### config.mk
export PLATFORM = sky130hd
export DESIGN_NAME = key_store
export DESIGN_NICKNAME = d
export VERILOG_FILES = /design/src/rtl/key_store_pkg.sv /design/src/rtl/key_shift_reg.sv /design/src/rtl/vol_key_bank.sv /design/src/rtl/fuse_key_bank.sv /design/src/rtl/key_select.sv /design/src/rtl/key_store.sv
export SDC_FILE = /design/constraint.sdc
export NUM_CORES = 1
export LEC_CHECK = 0
export BUFFER_PORTS_ARGS = -buffer_cell sky130_fd_sc_hd__buf_4
export CORE_ASPECT_RATIO = 1.5
export CORE_MARGIN = 4
export CORE_UTILIZATION = 45
export CTS_CLUSTER_SIZE = 20
export DETAILED_ROUTE_END_ITERATION = 10
export PLACE_DENSITY = 0.7
export SYNTH_ARGS = -nofsm -noshare
export SYNTH_HDL_FRONTEND = slang
export SYNTH_SLANG_ARGS = --single-unit
### constraint.sdc
create_clock -name clk_i -period 4.1 [get_ports clk_i]
set_input_delay 0.41 -clock clk_i [delete_from_list [all_inputs] [get_ports clk_i]]
set_output_delay 0.41 -clock clk_i [all_outputs]
set_load 0.1 [all_outputs]
### src/rtl/key_store_pkg.sv
package key_store_pkg;
  typedef enum logic {
    BANK_VOL  = 1'b0,
    BANK_FUSE = 1'b1
  } bank_e;
endpackage

### src/rtl/key_shift_reg.sv
module key_shift_reg #(
  parameter int unsigned KEY_W = 256
) (
  input  logic             clk_i,
  input  logic             rst_ni,
  input  logic             shift_en_i,
  input  logic             shift_bit_i,
  output logic [KEY_W-1:0] data_o
);
  logic [KEY_W-1:0] sr_q;

  // new bit enters at MSB so the first bit ends at position 0
  always_ff @(posedge clk_i or negedge rst_ni) begin
    if (!rst_ni)         sr_q <= '0;
    else if (shift_en_i) sr_q <= {shift_bit_i, sr_q[KEY_W-1:1]};
  end

  assign data_o = sr_q;

  assert_shift_in_R1: assert property (@(posedge clk_i) disable iff (!rst_ni)
    shift_en_i |=> data_o[KEY_W-1] == $past(shift_bit_i));
  assert_hold_R1: assert property (@(posedge clk_i) disable iff (!rst_ni)
    !shift_en_i |=> $stable(data_o));
endmodule

### src/rtl/vol_key_bank.sv
module vol_key_bank #(
  parameter int unsigned KEY_W = 256
) (
  input  logic             clk_i,
  input  logic             bat_ok_i,
  input  logic             wr_i,
  input  logic [KEY_W-1:0] wr_data_i,
  output logic [KEY_W-1:0] key_o,
  output logic             vfy_o
);
  logic [KEY_W-1:0] key_q;
  logic             vfy_q;

  // only the backup supply clears this bank; core reset does not
  always_ff @(posedge clk_i or negedge bat_ok_i) begin
    if (!bat_ok_i) begin
      key_q <= '0;
      vfy_q <= 1'b0;
    end else if (wr_i) begin
      key_q <= wr_data_i;
      vfy_q <= 1'b1;
    end
  end

  assign key_o = key_q;
  assign vfy_o = vfy_q;

  assert_vol_load_R6: assert property (@(posedge clk_i) disable iff (!bat_ok_i)
    wr_i |=> vfy_o && key_o == $past(wr_data_i));
  assert_vol_keep_R6: assert property (@(posedge clk_i) disable iff (!bat_ok_i)
    !wr_i |=> $stable(key_o) && $stable(vfy_o));
endmodule

### src/rtl/fuse_key_bank.sv
module fuse_key_bank #(
  parameter int unsigned KEY_W = 256
) (
  input  logic             clk_i,
  input  logic             rst_ni,
  input  logic             wr_i,
  input  logic [KEY_W-1:0] wr_data_i,
  output logic [KEY_W-1:0] key_o,
  output logic             vfy_o,
  output logic             rej_o
);
  logic [KEY_W-1:0] key_q;
  logic             vfy_q;
  logic             rej_q;
  logic             burn;

  assign burn = wr_i && !vfy_q;

  // rst_ni stands in for the blank array at power-on
  always_ff @(posedge clk_i or negedge rst_ni) begin
    if (!rst_ni) begin
      key_q <= '0;
      vfy_q <= 1'b0;
      rej_q <= 1'b0;
    end else begin
      rej_q <= wr_i && vfy_q;
      if (burn) begin
        key_q <= wr_data_i;
        vfy_q <= 1'b1;
      end
    end
  end

  assign key_o = key_q;
  assign vfy_o = vfy_q;
  assign rej_o = rej_q;

  assert_fuse_frozen_R3: assert property (@(posedge clk_i) disable iff (!rst_ni)
    vfy_o |=> $stable(key_o));
  assert_fuse_rej_R4: assert property (@(posedge clk_i) disable iff (!rst_ni)
    (wr_i && vfy_o) |=> rej_o);
  assert_fuse_norej_R4: assert property (@(posedge clk_i) disable iff (!rst_ni)
    !(wr_i && vfy_o) |=> !rej_o);
  assert_fuse_sticky_R5: assert property (@(posedge clk_i) disable iff (!rst_ni)
    vfy_o |=> vfy_o);
endmodule

### src/rtl/key_select.sv
module key_select #(
  parameter int unsigned KEY_W = 256
) (
  input  logic [KEY_W-1:0] vol_key_i,
  input  logic             vol_vfy_i,
  input  logic [KEY_W-1:0] fuse_key_i,
  input  logic             fuse_vfy_i,
  output logic [KEY_W-1:0] key_o,
  output logic             no_key_o
);
  always_comb begin
    key_o = '0;
    if (vol_vfy_i)       key_o = vol_key_i;
    else if (fuse_vfy_i) key_o = fuse_key_i;
  end

  assign no_key_o = !(vol_vfy_i || fuse_vfy_i);

  always_comb begin
    assert_nokey_zero_R10: assert (!no_key_o || key_o == '0);
  end
endmodule

### src/rtl/key_store.sv
module key_store
  import key_store_pkg::*;
#(
  parameter int unsigned KEY_W = 256
) (
  input  logic             clk_i,
  input  logic             rst_ni,
  input  logic             bat_ok_i,
  input  logic             shift_en_i,
  input  logic             shift_bit_i,
  input  logic             commit_i,
  input  logic             bank_sel_i,
  output logic [KEY_W-1:0] key_o,
  output logic             vol_present_o,
  output logic             fuse_present_o,
  output logic             no_key_o,
  output logic             fuse_rej_o
);
  bank_e            sel;
  logic [KEY_W-1:0] stage;
  logic [KEY_W-1:0] vol_key, fuse_key;
  logic             vol_vfy, fuse_vfy;
  logic             vol_wr, fuse_wr;

  assign sel     = bank_e'(bank_sel_i);
  assign vol_wr  = commit_i && (sel == BANK_VOL);
  assign fuse_wr = commit_i && (sel == BANK_FUSE);

  key_shift_reg #(.KEY_W(KEY_W)) u_stage (
    .clk_i      (clk_i),
    .rst_ni     (rst_ni),
    .shift_en_i (shift_en_i),
    .shift_bit_i(shift_bit_i),
    .data_o     (stage)
  );

  vol_key_bank #(.KEY_W(KEY_W)) u_vol (
    .clk_i    (clk_i),
    .bat_ok_i (bat_ok_i),
    .wr_i     (vol_wr),
    .wr_data_i(stage),
    .key_o    (vol_key),
    .vfy_o    (vol_vfy)
  );

  fuse_key_bank #(.KEY_W(KEY_W)) u_fuse (
    .clk_i    (clk_i),
    .rst_ni   (rst_ni),
    .wr_i     (fuse_wr),
    .wr_data_i(stage),
    .key_o    (fuse_key),
    .vfy_o    (fuse_vfy),
    .rej_o    (fuse_rej_o)
  );

  key_select #(.KEY_W(KEY_W)) u_sel (
    .vol_key_i (vol_key),
    .vol_vfy_i (vol_vfy),
    .fuse_key_i(fuse_key),
    .fuse_vfy_i(fuse_vfy),
    .key_o     (key_o),
    .no_key_o  (no_key_o)
  );

  assign vol_present_o  = vol_vfy;
  assign fuse_present_o = fuse_vfy;

  assert_commit_pre_shift_R2: assert property (@(posedge clk_i) disable iff (!rst_ni || !bat_ok_i)
    (commit_i && !bank_sel_i) |=> key_o == $past(stage));
  assert_vol_wins_R9: assert property (@(posedge clk_i) disable iff (!rst_ni || !bat_ok_i)
    (vol_present_o && fuse_present_o) |-> key_o == vol_key);
  assert_bat_clear_R7: assert property (@(posedge clk_i) disable iff (!rst_ni)
    !bat_ok_i |-> !vol_present_o);
endmodule

==> qor.yml, run 1 <==
worst_setup_path:
  cp-start-kind: "flop"
  slowest_stage: "dfrtp_4"
  max_stage_delay_ns: 0.90
  cp_cell_sequence: "buf_12 > a22o_1 > buf_4"
  critPathKind: "reg -> out"
  crit_path_end_kind: "output port"
  crit_fanout: 156
  reg2reg_slack_ns: 1.70
  worstReg2RegStart: "u_fuse.vfy_o"
  arrival_ns: 3.04
  reg2regPathDepth: 3
  r2r-end: "u_fuse.key_o[103]"
  cp.required_ns: 3.69
sta:
  setup_viol: 0
  min_period_ns: 3.45
  relSlewSlack_pct: 30.5
  fin_ws_ns: 0.646
  rsz0062_at_grt: "false"
  finalHoldViolations: 0
  skew_ns: 0.0210
  slew_viol_final: 0
  clock.fmax_ghz: 0.290
  period_share_pct: 84.2
  worstMarginPinSlew_ns: 1.04
  setup_tns_ns: 0
power_and_ir_drop:
  switchingPower_w: 0.00455
  p_int_w: 0.0129
  finalPower_w: 0.0175
  switching_share_pct: 26.0
  p_comb_share_pct: 11.7
  seqPwrFrac_pct: 46.1
  peakVddDrop_v: 0.000462
  p_per_area_mw_per_mm2: 466
  p_leak_nw: 19.3
  clkPwrFrac_pct: 42.2
clocking:
  ctsRootBufferMaster: "clkbuf_16"
  cts.sink_count: 771
  htree_num_levels: 3
  insertion_delay_ns: 0.62
  path_clk_slew_ns: 0.06
  cts_tree: "built"
  clock_path_buffers: 3
  cts_buffers: 76
cells_and_area:
  final_core_util_pct: 53.1
  diodes: 0
  final_common_cell: "dfrtp_1"
  num-nets-final: 2196
  area_growth_pct: 16.4
  drive_gt1_share_pct: 49.3
  seq_area_sq_mm: 0.0193
  nFillCells: 5688
  final_cell_mix: "dfrtp_1, mux2_2, buf_4"
  multiInputGateArea_sq_mm: 0.0118
floorplan:
  die_w_um: 226
  dieHeight_um: 336
  die_area_sq_mm: 0.0760
  start_util_pct: 45.6
  pin_count: 267
  rows: 119
  core_area_sq_mm: 0.0706
grt:
  grt_usage_pct: 18.3
  grt_overflow: 0
  grt_max_degree: 157
  grt_pass1_vias: 19200
  grt_pass1_wl_mm: 112
  antenna_found_initial: 0
hold_path:
  holdPathStages: 2
  hp-class: "in -> reg"
  hp-start: "commit_i"
  holdPathEnd: "u_fuse.vfy_o"
logic_synthesis:
  syn_area_sq_mm: 0.0322
  synth_top_area_cell: "dfrtp_1"
  ys_ff_latch: 771
  yosysTopAreaCellShare_pct: 59.9
  synthTopCellsByArea: "dfrtp_1, mux2_2, mux2_4"
  synth_cell_types: 21
  netlist_instances: 1946
  syn-num-nets: 1953
  syn_area_per_cell_sq_um: 16.6
  synth.yosys.seq_area_share_pct: 59.9
  ys_warn_count: 0
drt:
  wl_per_cell_um: 22.0
  dr_total_vias: 17500
  dr.pass1.iters: 7
  first_iter_violations: 808
  ant_nets: 0
  avgViaCountPerCell: 5.53
  detail_route.wirelength_mm: 69.5
  drc: 0
status:
  status: "completed"
placement:
  io_buffers: 266
  hpwl_mm: 41.7
  gp_congestion: 0.742
  preCtsSetupSlack_ns: 1.37
run:
  drv_cap: 0
-- through the flow --
step	hold slack, ns	area (sq um)	cells
after CTS	0.00581	37500	3154
after detailed placement	0.482	34800	3015
after global routing	0.0295	37500	3154
final	0.0572	37500	3154
after floorplan	0.114	32200	1946
after global placement	0.475	34800	3015
-- state kept, by name (all words and copies together), names as in the netlist --
register	cells
u_fuse.key_o	256
u_stage.data_o	256
u_vol.key_o	256
u_fuse.rej_o	1
u_fuse.vfy_o	1
u_vol.vfy_o	1
-- area by class of cell --
| type | instances | area share, % |
|---|---|---|
| repair buffers | 307 | 6.86 |
| flip-flops and latches | 771 | 51.5 |
| multi-input cells | 1033 | 31.5 |
| clock buffers | 110 | 6.06 |
| well taps | 907 | 3.03 |
| clock inverters | 26 | 1.07 |
-- power groups by stage --
| stage | registers, W | logic, W | clock network [W] |
|---|---|---|---|
| 2_1_floorplan | 0.00814 | 0.00158 | 0 |
| 6_report | 0.00806 | 0.00204 | 0.00738 |
| 3_3_place_gp | 0.00818 | 0.00205 | 0 |
| 3_5_place_dp | 0.00820 | 0.00207 | 0 |
| 4_1_cts | 0.00806 | 0.00208 | 0.00760 |
| 5_1_grt | 0.00809 | 0.00214 | 0.00790 |
-- cell usage after synthesis --
library cell and count:
and3_1 1, or2_1 1, nand3b_4 1, buf_6 2, a21o_1 1, mux2_2 447
buf_12 22, buf_2 64, buf_8 3, mux2_1 92, o21ai_0 1, buf_4 24
dfrtp_1 771, clkbuf_1 21, mux2_4 229, a22o_1 255, buf_1 6, nor2_1 1
nand2_1 2, nor2b_1 1, nor2b_2 1
-- worst max path at each step --
stage / startpoint / endpoint / slack [ns]
floorplan: u_vol.vfy_o / key_o[251] / 0.16
global route: u_vol.vfy_o / key_o[188] / 0.57
finish: u_vol.vfy_o / key_o[188] / 0.65
detailed placement: u_vol.vfy_o / key_o[139] / 1.37
global placement: u_vol.vfy_o / key_o[96] / 1.40
CTS: u_vol.vfy_o / key_o[122] / 0.68
-- layer usage --
metal | vias up | GRT usage [%] | wire length (um)
met5 | - | 0 | 0
met4 | 0 | 4.99 | 1420
met3 | 80 | 3.42 | 2870
met2 | 320 | 31.2 | 35000
met1 | 9386 | 24.3 | 30300
li1 | 7667 | - | -
-- kinds of logic (layout without fill, tap and decap cells) --
| family | after synthesis | in the layout | share of synthesized area [%] |
|---|---|---|---|
| muxes | 768 | 768 | 29.5 |
| DFF | 771 | 771 | 59.9 |
| buffers and inverters | 142 | 443 | 3.44 |
| and+or+nand+nor | 8 | 8 | 0.183 |
| AOI/OAI and AO/OA | 257 | 257 | 6.97 |
-- timing repair --
| action | 4_1_cts | 5_1_grt |
|---|---|---|
| buffers inserted | 0 | 0 |
| hold buffers | 3 | 0 |
| hold endpoints to repair | 208 | 0 |
| resized for setup | 0 | 0 |
-- worst max-delay path: cells and delay by family, from the launching register on --
kind,cells,cell delay [ns]
DFF,1,0.90
AOI/OAI and AO/OA,1,0.35
buffers and inverters,2,0.79
Power figures use the tool's default switching activity.
==> run 2, diff against run 1 <==
Settings changed: ABC_AREA set to 1.
Clock period 4.1 ns to 3.4 ns, I/O delays scaled along.
==> run 2 against run 1 <==
Design area is 2.0% higher. Global-route usage is 4.5 points higher. Combinational power grew to 3.5 times the previous value. Routed wire length is 29% higher. Power is 54% higher. Synthesized cell count is 100% higher. Die area is 2.9% higher. Utilization is 0.58 points lower. Clock power is 19% higher. Via count is 54% higher. Sequential cell count stayed put. Clock-buffer cell count stayed put. Largest cell class unchanged. Highest routed layer unchanged.
==> qor.yml, run 2 <==
status:
  status: "completed"
clocking:
  insertion_delay_ns: 0.62  # about the same
  cts_tree: "built"
  clock_path_buffers: 3  # unchanged
  htree_num_levels: 3  # unchanged
  cts.sink_count: 771  # unchanged
  cts_buffers: 75  # -1.3%
  path_clk_slew_ns: 0.07  # about the same
  cts_resized: 0  # unchanged
  ctsRootBufferMaster: "clkbuf_16"
sta:
  rsz0062_at_grt: "false"
  clock.fmax_ghz: 0.317
  worstMarginPinSlew_ns: 1.05  # +0.00616 ns
  finalHoldViolations: 0  # unchanged
  period_share_pct: 92.6
  setup_tns_ns: 0  # unchanged
  relSlewSlack_pct: 30.1  # -0.41 points
  slew_viol_final: 0  # unchanged
  fin_ws_ns: 0.250  # -0.396 ns
  setup_viol: 0  # unchanged
  min_period_ns: 3.15
  skew_ns: 0.0199  # -0.00114 ns
drt:
  detail_route.wirelength_mm: 89.9  # +29%
  met2_length_mm: 44.6  # +27%
  dr.pass1.iters: 5  # -2
  dr_wl_met3_mm: 4.90  # +71%
  first_iter_violations: 2289  # +180%
  dr_total_vias: 26800  # +54%
  wl_per_cell_um: 17.8  # -19%
  ant_nets: 0  # unchanged
  maxUsedRoutingLayer: "met4"
  avgViaCountPerCell: 5.32  # -3.9%
  drc: 0  # unchanged
  wl_met1_mm: 38.9  # +28%
logic_synthesis:
  synth_commonest_cells: "nand2_1, dfrtp_1, o21ai_0"
  synth.most_common_cell: "nand2_1"
  synth_top_area_cell: "dfrtp_1"
  yosysTopAreaCellShare_pct: 58.1  # -1.8 points
  synthFlopType: "dfrtp_1"
  netlist_instances: 3910  # +100%
  synthTopCellsByArea: "dfrtp_1, nand2_1, o21ai_0"
  synth_cell_types: 18  # -14%
  syn_area_per_cell_sq_um: 8.49  # -49%
  syn_area_sq_mm: 0.0332  # +3.0%
  async_flop_share_pct: 100  # unchanged
  synth.yosys.seq_area_share_pct: 58.1  # -1.8 points
  syn-num-nets: 3917  # +100%
  ys_ff_latch: 771  # unchanged
  ys_warn_count: 0  # unchanged
  synth_edf_count: 0  # unchanged
cells_and_area:
  final_cell_mix: "nand2_1, dfrtp_1, o21ai_0"
  num-nets-final: 4015  # +83%
  diodes: 0  # unchanged
  area_growth_pct: 15.3
  drive_gt1_share_pct: 11.3  # -38 points
  final_common_cell: "nand2_1"
  final_core_util_pct: 52.6  # -0.58 points
placement:
  preCtsSetupSlack_ns: 0.949  # -0.418 ns
  io_buffers: 266  # unchanged
  hpwl_mm: 50.3  # +21%
  gp_congestion: 0.768  # +3.5%
power_and_ir_drop:
  peakVddDrop_v: 0.000631  # +37%
  p_leak_nw: 19.6  # +1.8%
  p_per_area_mw_per_mm2: 702  # +51%
  finalPower_w: 0.0269  # +54%
floorplan:
  pin_count: 267  # unchanged
  die_area_sq_mm: 0.0783  # +2.9%
  start_util_pct: 45.6  # -0.069 points
  dieHeight_um: 341  # +1.5%
  core_area_sq_mm: 0.0728  # +3.2%
  rows: 121  # +1.7%
  die_w_um: 230  # +1.4%
worst_setup_path:
  r2r-end: "u_fuse.key_o[164]"
  reg2regPathDepth: 5  # +2
  critPathKind: "reg -> out"
  crit_path_end_kind: "output port"
  slowest_stage: "dfrtp_4"
  max_stage_delay_ns: 0.95  # +0.05 ns
  reg2reg_slack_ns: 0.91  # -0.79 ns
  cp_cell_sequence: "buf_12 > nand3_1 > nand2_1 > buf_4"
  arrival_ns: 2.81  # -0.23 ns
  worstReg2RegStart: "u_fuse.vfy_o"
  cp_top_family: "flip-flops"
  cp.required_ns: 3.06  # -0.63 ns
  crit_fanout: 98  # -37%
  worst-path-buf-inv: 2  # unchanged
  cp-start-kind: "flop"
hold_path:
  holdPathEnd: "u_fuse.key_o[184]"
  hp-start: "bank_sel_i"
  holdPathStages: 3  # +1
  hp-class: "in -> reg"
grt:
  antenna_found_initial: 0  # unchanged
  grt_pass1_wl_mm: 147  # +31%
  grt_usage_pct: 22.8  # +4.5 points
  grt_overflow: 0  # unchanged
  grt_pass1_vias: 27100  # +41%
  grt_max_degree: 135  # -14%
run:
  drv_cap: 0  # unchanged
[run 2: cell types whose count changed in the layout (fill, tap and decap cells not counted), moves of 92 or more]
| cell | previous run | this run |
|---|---|---|
| nand4_1 | 0 | 256 |
| inv_1 | 0 | 256 |
| o21ai_1 | 0 | 170 |
| mux2_1 | 92 | 0 |
| nand3_1 | 0 | 256 |
| nand2_1 | 2 | 1539 |
| mux2_2 | 447 | 0 |
| mux2_4 | 229 | 0 |
| o21ai_0 | 1 | 342 |
| a22o_1 | 255 | 0 |
[run 2: layer usage]
metal / vias up / global-route usage [%]
li1: 12800 / -
met3: 99 / 3.19
met4: 0 / 5.93
met2: 756 / 38.9
met5: - / 0
met1: 13200 / 30.9
[run 2: worst max path at each step]
stage | start | to | slack, ns | depth (start not counted)
after floorplan | u_fuse.vfy_o | no_key_o | 0.45 | 4
after global placement | u_fuse.vfy_o | u_fuse.key_o[133] | 0.97 | 5
after detailed placement | u_fuse.vfy_o | u_fuse.key_o[135] | 0.95 | 5
after CTS | u_fuse.vfy_o | key_o[23] | 0.25 | 4
after global routing | u_fuse.vfy_o | key_o[125] | 0.18 | 4
final | u_fuse.vfy_o | key_o[125] | 0.25 | 4
[run 2: final cells by class]
cell class | count | area (sq um)
Fill cell | 6730 | 34500
Multi-Input combinational cell | 2567 | 11300
Timing Repair Buffer | 334 | 2900
Inverter | 259 | 987
Clock buffer | 110 | 2250
Tap cell | 984 | 1230
Sequential cell | 771 | 19300
Clock inverter | 25 | 330
[run 2: metrics by stage]
step	std cells	hold WS, ns	area [sq um]
CTS	5050	0.0758	38300
finish	5050	0.126	38300
global placement	4912	0.386	35700
detailed placement	4912	0.385	35700
floorplan	3910	0.0444	33200
global route	5050	0.103	38300
[run 2: logic make-up after synthesis]
group	share of synthesized area [%]
flops	58.1
buf+inv	7.97
compound gates	7.72
simple gates	26.2
[run 2: what timing repair did]
action / in CTS / in global routing
setup buffers: 0 / 0
endpoints found under the hold margin: 134 / 0
hold buffers: 3 / 0
setup endpoints to repair: 0 / 0
[run 2: worst min-delay path, cell delays in order]
cell and delay (ns):
buf_8 0.18, nand4_1 0.12, nand2_1 0.05
[run 2: power by group]
group / leakage (nW) / internal [W] / switching (W)
Clock: 1.27 / 0.00509 / 0.00367
Sequential: 10.4 / 0.0102 / 0.000691
Combinational: 8.02 / 0.00140 / 0.00582
Total: 19.6 / 0.0167 / 0.0102
